## src/rtl/mapper_pkg.sv

```systemverilog
package mapper_pkg;
  localparam int NUM_BANK_REGS = 8;
  localparam int BANK_W        = 6;
  localparam int SEL_W         = $clog2(NUM_BANK_REGS);
  localparam int PRG_REG_W     = 4;
  localparam int PRG_PAGE_W    = 13;
  localparam int PRG_AW        = PRG_PAGE_W + PRG_REG_W;
  localparam int CHR_AW        = 16;
  localparam int PPU_AW        = 13;
  localparam int CPU_AW        = 16;
  localparam int CPU_DW        = 8;
  localparam int REG_PRG_LO    = 6;
  localparam int REG_CHR_2K    = 0;
  localparam int REG_CHR_1K    = 2;

  typedef logic [BANK_W-1:0] bank_t;
  typedef bank_t [NUM_BANK_REGS-1:0] bank_file_t;
endpackage

```

## src/rtl/mapper_regfile.sv

```systemverilog
module mapper_regfile
  import mapper_pkg::*;
(
  input  logic              clk,
  input  logic              rst_n,
  input  logic              wr_en,
  input  logic [CPU_AW-1:0] addr,
  input  logic [CPU_DW-1:0] wdata,
  output bank_file_t        banks,
  output logic [SEL_W-1:0]  sel
);
  logic port_hit, sel_we, data_we;

  assign port_hit = wr_en && (addr[15:13] == 3'b100);
  assign sel_we   = port_hit && !addr[0];
  assign data_we  = port_hit && addr[0];

  always_ff @(posedge clk) begin
    if (!rst_n)      sel <= '0;
    else if (sel_we) sel <= wdata[SEL_W-1:0];
  end

  for (genvar i = 0; i < NUM_BANK_REGS; i++) begin : g_bank
    localparam bank_t KEEP = (i >= REG_PRG_LO) ? bank_t'((1 << PRG_REG_W) - 1) : '1;
    bank_t q;
    always_ff @(posedge clk) begin
      if (!rst_n)                               q <= '0;
      else if (data_we && sel == SEL_W'(i))     q <= wdata[BANK_W-1:0] & KEEP;
    end
    assign banks[i] = q;
  end
endmodule

```

## src/rtl/mapper_prg_xlate.sv

```systemverilog
module mapper_prg_xlate
  import mapper_pkg::*;
#(
  parameter int PRG_BANKS = 16
)(
  input  bank_t             bank_lo,
  input  bank_t             bank_hi,
  input  logic [1:0]        window,
  input  logic [PRG_PAGE_W-1:0] offset,
  output logic [PRG_AW-1:0] prg_addr
);
  localparam logic [PRG_REG_W-1:0] MASK   = PRG_REG_W'(PRG_BANKS - 1);
  localparam logic [PRG_REG_W-1:0] FIX_C0 = PRG_REG_W'(PRG_BANKS - 2);
  localparam logic [PRG_REG_W-1:0] FIX_E0 = PRG_REG_W'(PRG_BANKS - 1);

  logic [PRG_REG_W-1:0] raw;

  always_comb begin
    unique case (window)
      2'd0:    raw = bank_lo[PRG_REG_W-1:0];
      2'd1:    raw = bank_hi[PRG_REG_W-1:0];
      2'd2:    raw = FIX_C0;
      default: raw = FIX_E0;
    endcase
  end

  assign prg_addr = {raw & MASK, offset};
endmodule

```

## src/rtl/mapper_chr_xlate.sv

```systemverilog
module mapper_chr_xlate
  import mapper_pkg::*;
(
  input  bank_file_t        banks,
  input  logic [PPU_AW-1:0] ppu_addr,
  output logic [CHR_AW-1:0] chr_addr
);
  logic [SEL_W-1:0] idx_2k, idx_1k;
  bank_t            b2k, b1k;

  assign idx_2k = SEL_W'(REG_CHR_2K) + {2'b00, ppu_addr[11]};
  assign idx_1k = SEL_W'(REG_CHR_1K) + {1'b0, ppu_addr[11:10]};
  assign b2k    = banks[idx_2k];
  assign b1k    = banks[idx_1k];

  always_comb begin
    if (!ppu_addr[12]) chr_addr = {b2k[BANK_W-1:1], ppu_addr[10:0]};
    else               chr_addr = {b1k, ppu_addr[9:0]};
  end
endmodule

```

## src/rtl/mapper_top.sv

```systemverilog
module mapper_top
  import mapper_pkg::*;
#(
  parameter int PRG_BANKS = 16
)(
  input  logic        clk,
  input  logic        rst_n,
  input  logic        cpu_wr,
  input  logic [15:0] cpu_addr,
  input  logic [7:0]  cpu_data,
  input  logic [12:0] ppu_addr,
  output logic [16:0] prg_addr,
  output logic [15:0] chr_addr
);
  bank_file_t       bank_regs;
  logic [SEL_W-1:0] sel_idx;

  mapper_regfile u_regs (
    .clk(clk), .rst_n(rst_n), .wr_en(cpu_wr), .addr(cpu_addr),
    .wdata(cpu_data), .banks(bank_regs), .sel(sel_idx)
  );

  mapper_prg_xlate #(.PRG_BANKS(PRG_BANKS)) u_prg (
    .bank_lo(bank_regs[REG_PRG_LO]), .bank_hi(bank_regs[REG_PRG_LO+1]),
    .window(cpu_addr[14:13]), .offset(cpu_addr[PRG_PAGE_W-1:0]),
    .prg_addr(prg_addr)
  );

  mapper_chr_xlate u_chr (
    .banks(bank_regs), .ppu_addr(ppu_addr), .chr_addr(chr_addr)
  );
endmodule

```

## config.mk

```make
export PLATFORM = sky130hd
export DESIGN_NAME = mapper_top
export DESIGN_NICKNAME = d
export VERILOG_FILES = /design/src/rtl/mapper_pkg.sv /design/src/rtl/mapper_regfile.sv /design/src/rtl/mapper_prg_xlate.sv /design/src/rtl/mapper_chr_xlate.sv /design/src/rtl/mapper_top.sv
export SDC_FILE = /design/constraint.sdc
export NUM_CORES = 1
export LEC_CHECK = 0
export CAP_MARGIN = 40
export CORE_ASPECT_RATIO = 0.9
export CORE_MARGIN = 4
export CORE_UTILIZATION = 67
export DETAILED_ROUTE_END_ITERATION = 10
export DONT_BUFFER_PORTS = 1
export GPL_TIMING_DRIVEN = 1
export PLACE_DENSITY = 0.83
export SLEW_MARGIN = 20
export SYNTH_ARGS = -nofsm -noshare
export SYNTH_HDL_FRONTEND = slang
export SYNTH_SLANG_ARGS = --single-unit
```

## constraint.sdc

```tcl
create_clock -name clk -period 2.09 [get_ports clk]
set_input_delay 0 -clock clk [delete_from_list [all_inputs] [get_ports clk]]
set_output_delay 0 -clock clk [all_outputs]
set_load 0.01 [all_outputs]
```

==> metrics.md <==
| Metric | Value |
|---|---|
| I/O Buffers | `0` |
| TritonCTS clock tree | `yes` |
| Leakage | `roughly 1.2 nW` |
| Final period util | `68.24%` |
| Final instance count without filler cells | `~250` |
| Initial core utilization | `slightly above 70%` |
| Root Driver | `clkbuf_8` |
| H-tree levels | `2` |
| GR Util All Layers | `a little over a fifth` |
| Deepest clock path buffer count | `2` |
| Critical path required time | `approximately 2.3 ns` |
| Sequential fraction of the synthesis area | `39.00%` |
| Grt ovf | `0` |
| Pwr dens | `~660 mW/mm^2` |
| Yosys warns | `0` |
| Post-route ant nets | `0` |
| Fmax | `701.1 MHz` |
| Synthesized Nets | `around 270` |
| Vias per inst | `just over 6` |
| Routed met3 length | `400 um` |
| Unrepaired setup endpoints after global routing | `false` |
| Mapped Cells | `231` |
| Mean Syn Cell Area | `about 10 sq um` |
| Int Power | `0.001118 W` |
| Critical Path Fanout Max | `7` |
| Final nets | `between 200 and 250` |
| Clk_lat worst skew | `approximately 0.31 ns` |
| Final setup fails | `0` |
| Actual slew at the worst max-slew pin | `roughly 0.73 ns` |
| Clock Sinks | `45` |
| Antenna Diode Count | `0` |
| Synthesized flop and latch total | `45` |
| Final TNS setup | `0 ns` |
| Slew HR | `51.59%` |
| Die Wd | `69.89 um` |
| CTS Buf Count | `5` |
| Setup Skew | `approximately 0.0065 ns` |
| DPL Wire Length | `~3.2 mm` |
| Number of global-route vias before repair | `1536` |
| Max cap viols | `0` |
| Comb power frac | `~5.6%` |
| CORE AREA | `0.003186 sq mm` |
| Switching power | `0.0003507 W` |
| TritonRoute pass-1 iters | `4` |
| Netlist Area Pre-Place | `between 0.002 and 0.0025 sq mm` |
| Reg power frac | `between 50% and 60%` |
| Total routed wirelength | `4.747 mm` |
| Crit Path Class | `reg2reg` |
| CP Capture Type | `flip-flop` |
| Drt wl/cell | `19.22 um` |
| Fillers | `roughly 250` |
| Final Max Tran Viols | `0` |
| Switch share | `a little under a quarter` |
| IO Pins | `73` |
| Die H | `63.70 um` |
| Top layer used by detailed routing | `met4` |
| Largest net degree at the start of global routing | `47` |
| Met1 wire length | `between 1.5 and 2 mm` |
| Via count | `approximately 1.5k` |
| Tmin final | `about 1.4 ns` |
| Clock network power share | `35.8%` |
| DR iter-0 viols | `about 100` |
| Outcome | `completed` |
| Commonest non-fill, non-tap cell in the layout | `nand2_1` |
| Clock transition at path regs | `~0.080 ns` |
| Share of cells above drive strength 1 | `8.780%` |
| CP Launch Type | `flip-flop` |
| Netlist cell types | `25` |
| Residual DRC | `0` |
| Die Area | `around 0.0045 sq mm` |
| Gpl congestion | `0.7543` |
| Tightest Hold Check Type | `in2out` |
| Fin. Hold Viols | `0` |
| First-pass GRT wire length | `around 7.6 mm` |
| Crit path arrival time | `approximately 1.6 ns` |
| # resized after CTS | `0` |
| Met2 routed wirelength | `2.105 mm` |
| Worst ir drop on vdd | `between 0.6 and 0.7 mV` |
| Dpl cells | `around 240` |
| Most frequent cells in the layout | `nand2_1 (53), mux2i_1 (52), dfxtp_1 (45)` |
| FP Rows | `19` |
| Antenna violations before repair | `0` |
| Area growth syn-to-layout | `-3.413%` |
[area by class of cell]
class | count | area, sq um | share of cell area, %
Clock buffer | 6 | 72.57 | 3.253
Multi-Input combinational cell | 150 | 1165 | 52.22
Tap cell | 42 | 52.55 | 2.356
Timing Repair Buffer | 2 | 30.03 | 1.346
Sequential cell | 45 | 900.9 | 40.38
Clock inverter | 2 | 10.01 | 0.4487
[what timing repair did]
action,CTS,global route
setup endpoints to repair,0,0
endpoints found under the hold margin,45,0
setup buffers,0,0
hold buffers,2,0
[worst paths after layout]
| check | start | endpoint | slack (ns) | cells past startpoint |
|---|---|---|---|---|
| setup / recovery | u_regs.sel[1]$_SDFFE_PN0P_ | u_regs.g_bank[6].q[0]$_SDFFE_PN0P_ | 0.66 | 3 |
| hold / removal | cpu_addr[10] | prg_addr[10] | 0.000004 | 0 |
| setup reg to reg | u_regs.sel[1]$_SDFFE_PN0P_ | u_regs.g_bank[6].q[0]$_SDFFE_PN0P_ | 0.66 | 3 |
| hold reg to reg | u_regs.g_bank[6].q[2]$_SDFFE_PN0P_ | u_regs.g_bank[6].q[2]$_SDFFE_PN0P_ | 0.46 | 2 |
[synthesized netlist by cell type, drive strengths merged]
cell	count	area [sq um]
dfxtp	45	900.9
a211o	3	26.28
mux2	10	112.6
nand3	4	62.56
nand4	2	42.54
and2b	1	7.510
a31oi	5	31.28
buf	29	217.7
o2bb2ai	1	8.760
nand4b	2	47.55
o21ai	2	10.01
clkbuf	7	26.28
mux2i	52	520.5
o22ai	5	31.28
and4b	1	10.01
nand2b	2	12.51
nor2b	4	25.02
or4	1	7.510
nand2	53	198.9
nor2	2	10.01
[stage by stage]
step	util, %	cell area, sq um	worst slack, ns	hold WS, ns	total power [W]
6_report	70.03	2231	0.6638	0.000003935	0.001469
5_1_grt	70.03	2231	0.5866	0.00001539	0.001518
4_1_cts	70.03	2231	0.6523	0.0001007	0.001466
3_5_place_dp	66.50	2118	0.6694	0.0001007	0.0009448
3_3_place_gp	66.50	2118	0.7588	0.00009605	0.0009425
2_1_floorplan	-	2310	0.8809	0.09177	0.001004
[worst max-delay path: stages, from the launching register on]
cell,delay (ns)
dfxtp_1,0.54
nor2b_1,0.36
nand3_2,0.21
mux2i_1,0.19
[logic make-up after synthesis]
kind of cell           count (synthesis)  share of synthesized area, %
DFF                                   45                         39.00
and+or+nand+nor                       72                         18.36
AOI/OAI and AO/OA                     16                         4.659
buffers and inverters                 36                         10.56
muxes                                 62                         27.41
[sequential cells by signal, summed over array words and instances (netlist names)]
register	flops
u_regs.sel	3
u_regs.g_bank.q	42
[power groups by stage]
stage,Clock (W),Combinational [W],Sequential [W]
3_3_place_gp,0,0.0000615,0.000881
4_1_cts,0.000523,0.0000814,0.000861
3_5_place_dp,0,0.0000635,0.000881
2_1_floorplan,0,0.000124,0.000880
5_1_grt,0.000568,0.0000881,0.000861
6_report,0.000526,0.0000819,0.000861
[metal layers]
layer | vias up | track usage, %
met4 | 0 | 15.07
met1 | 736 | 24.73
met2 | 42 | 35.14
met3 | 44 | 7.154
met5 | - | 0
li1 | 717 | -
Note: power is estimated with default switching activity, not from simulation.
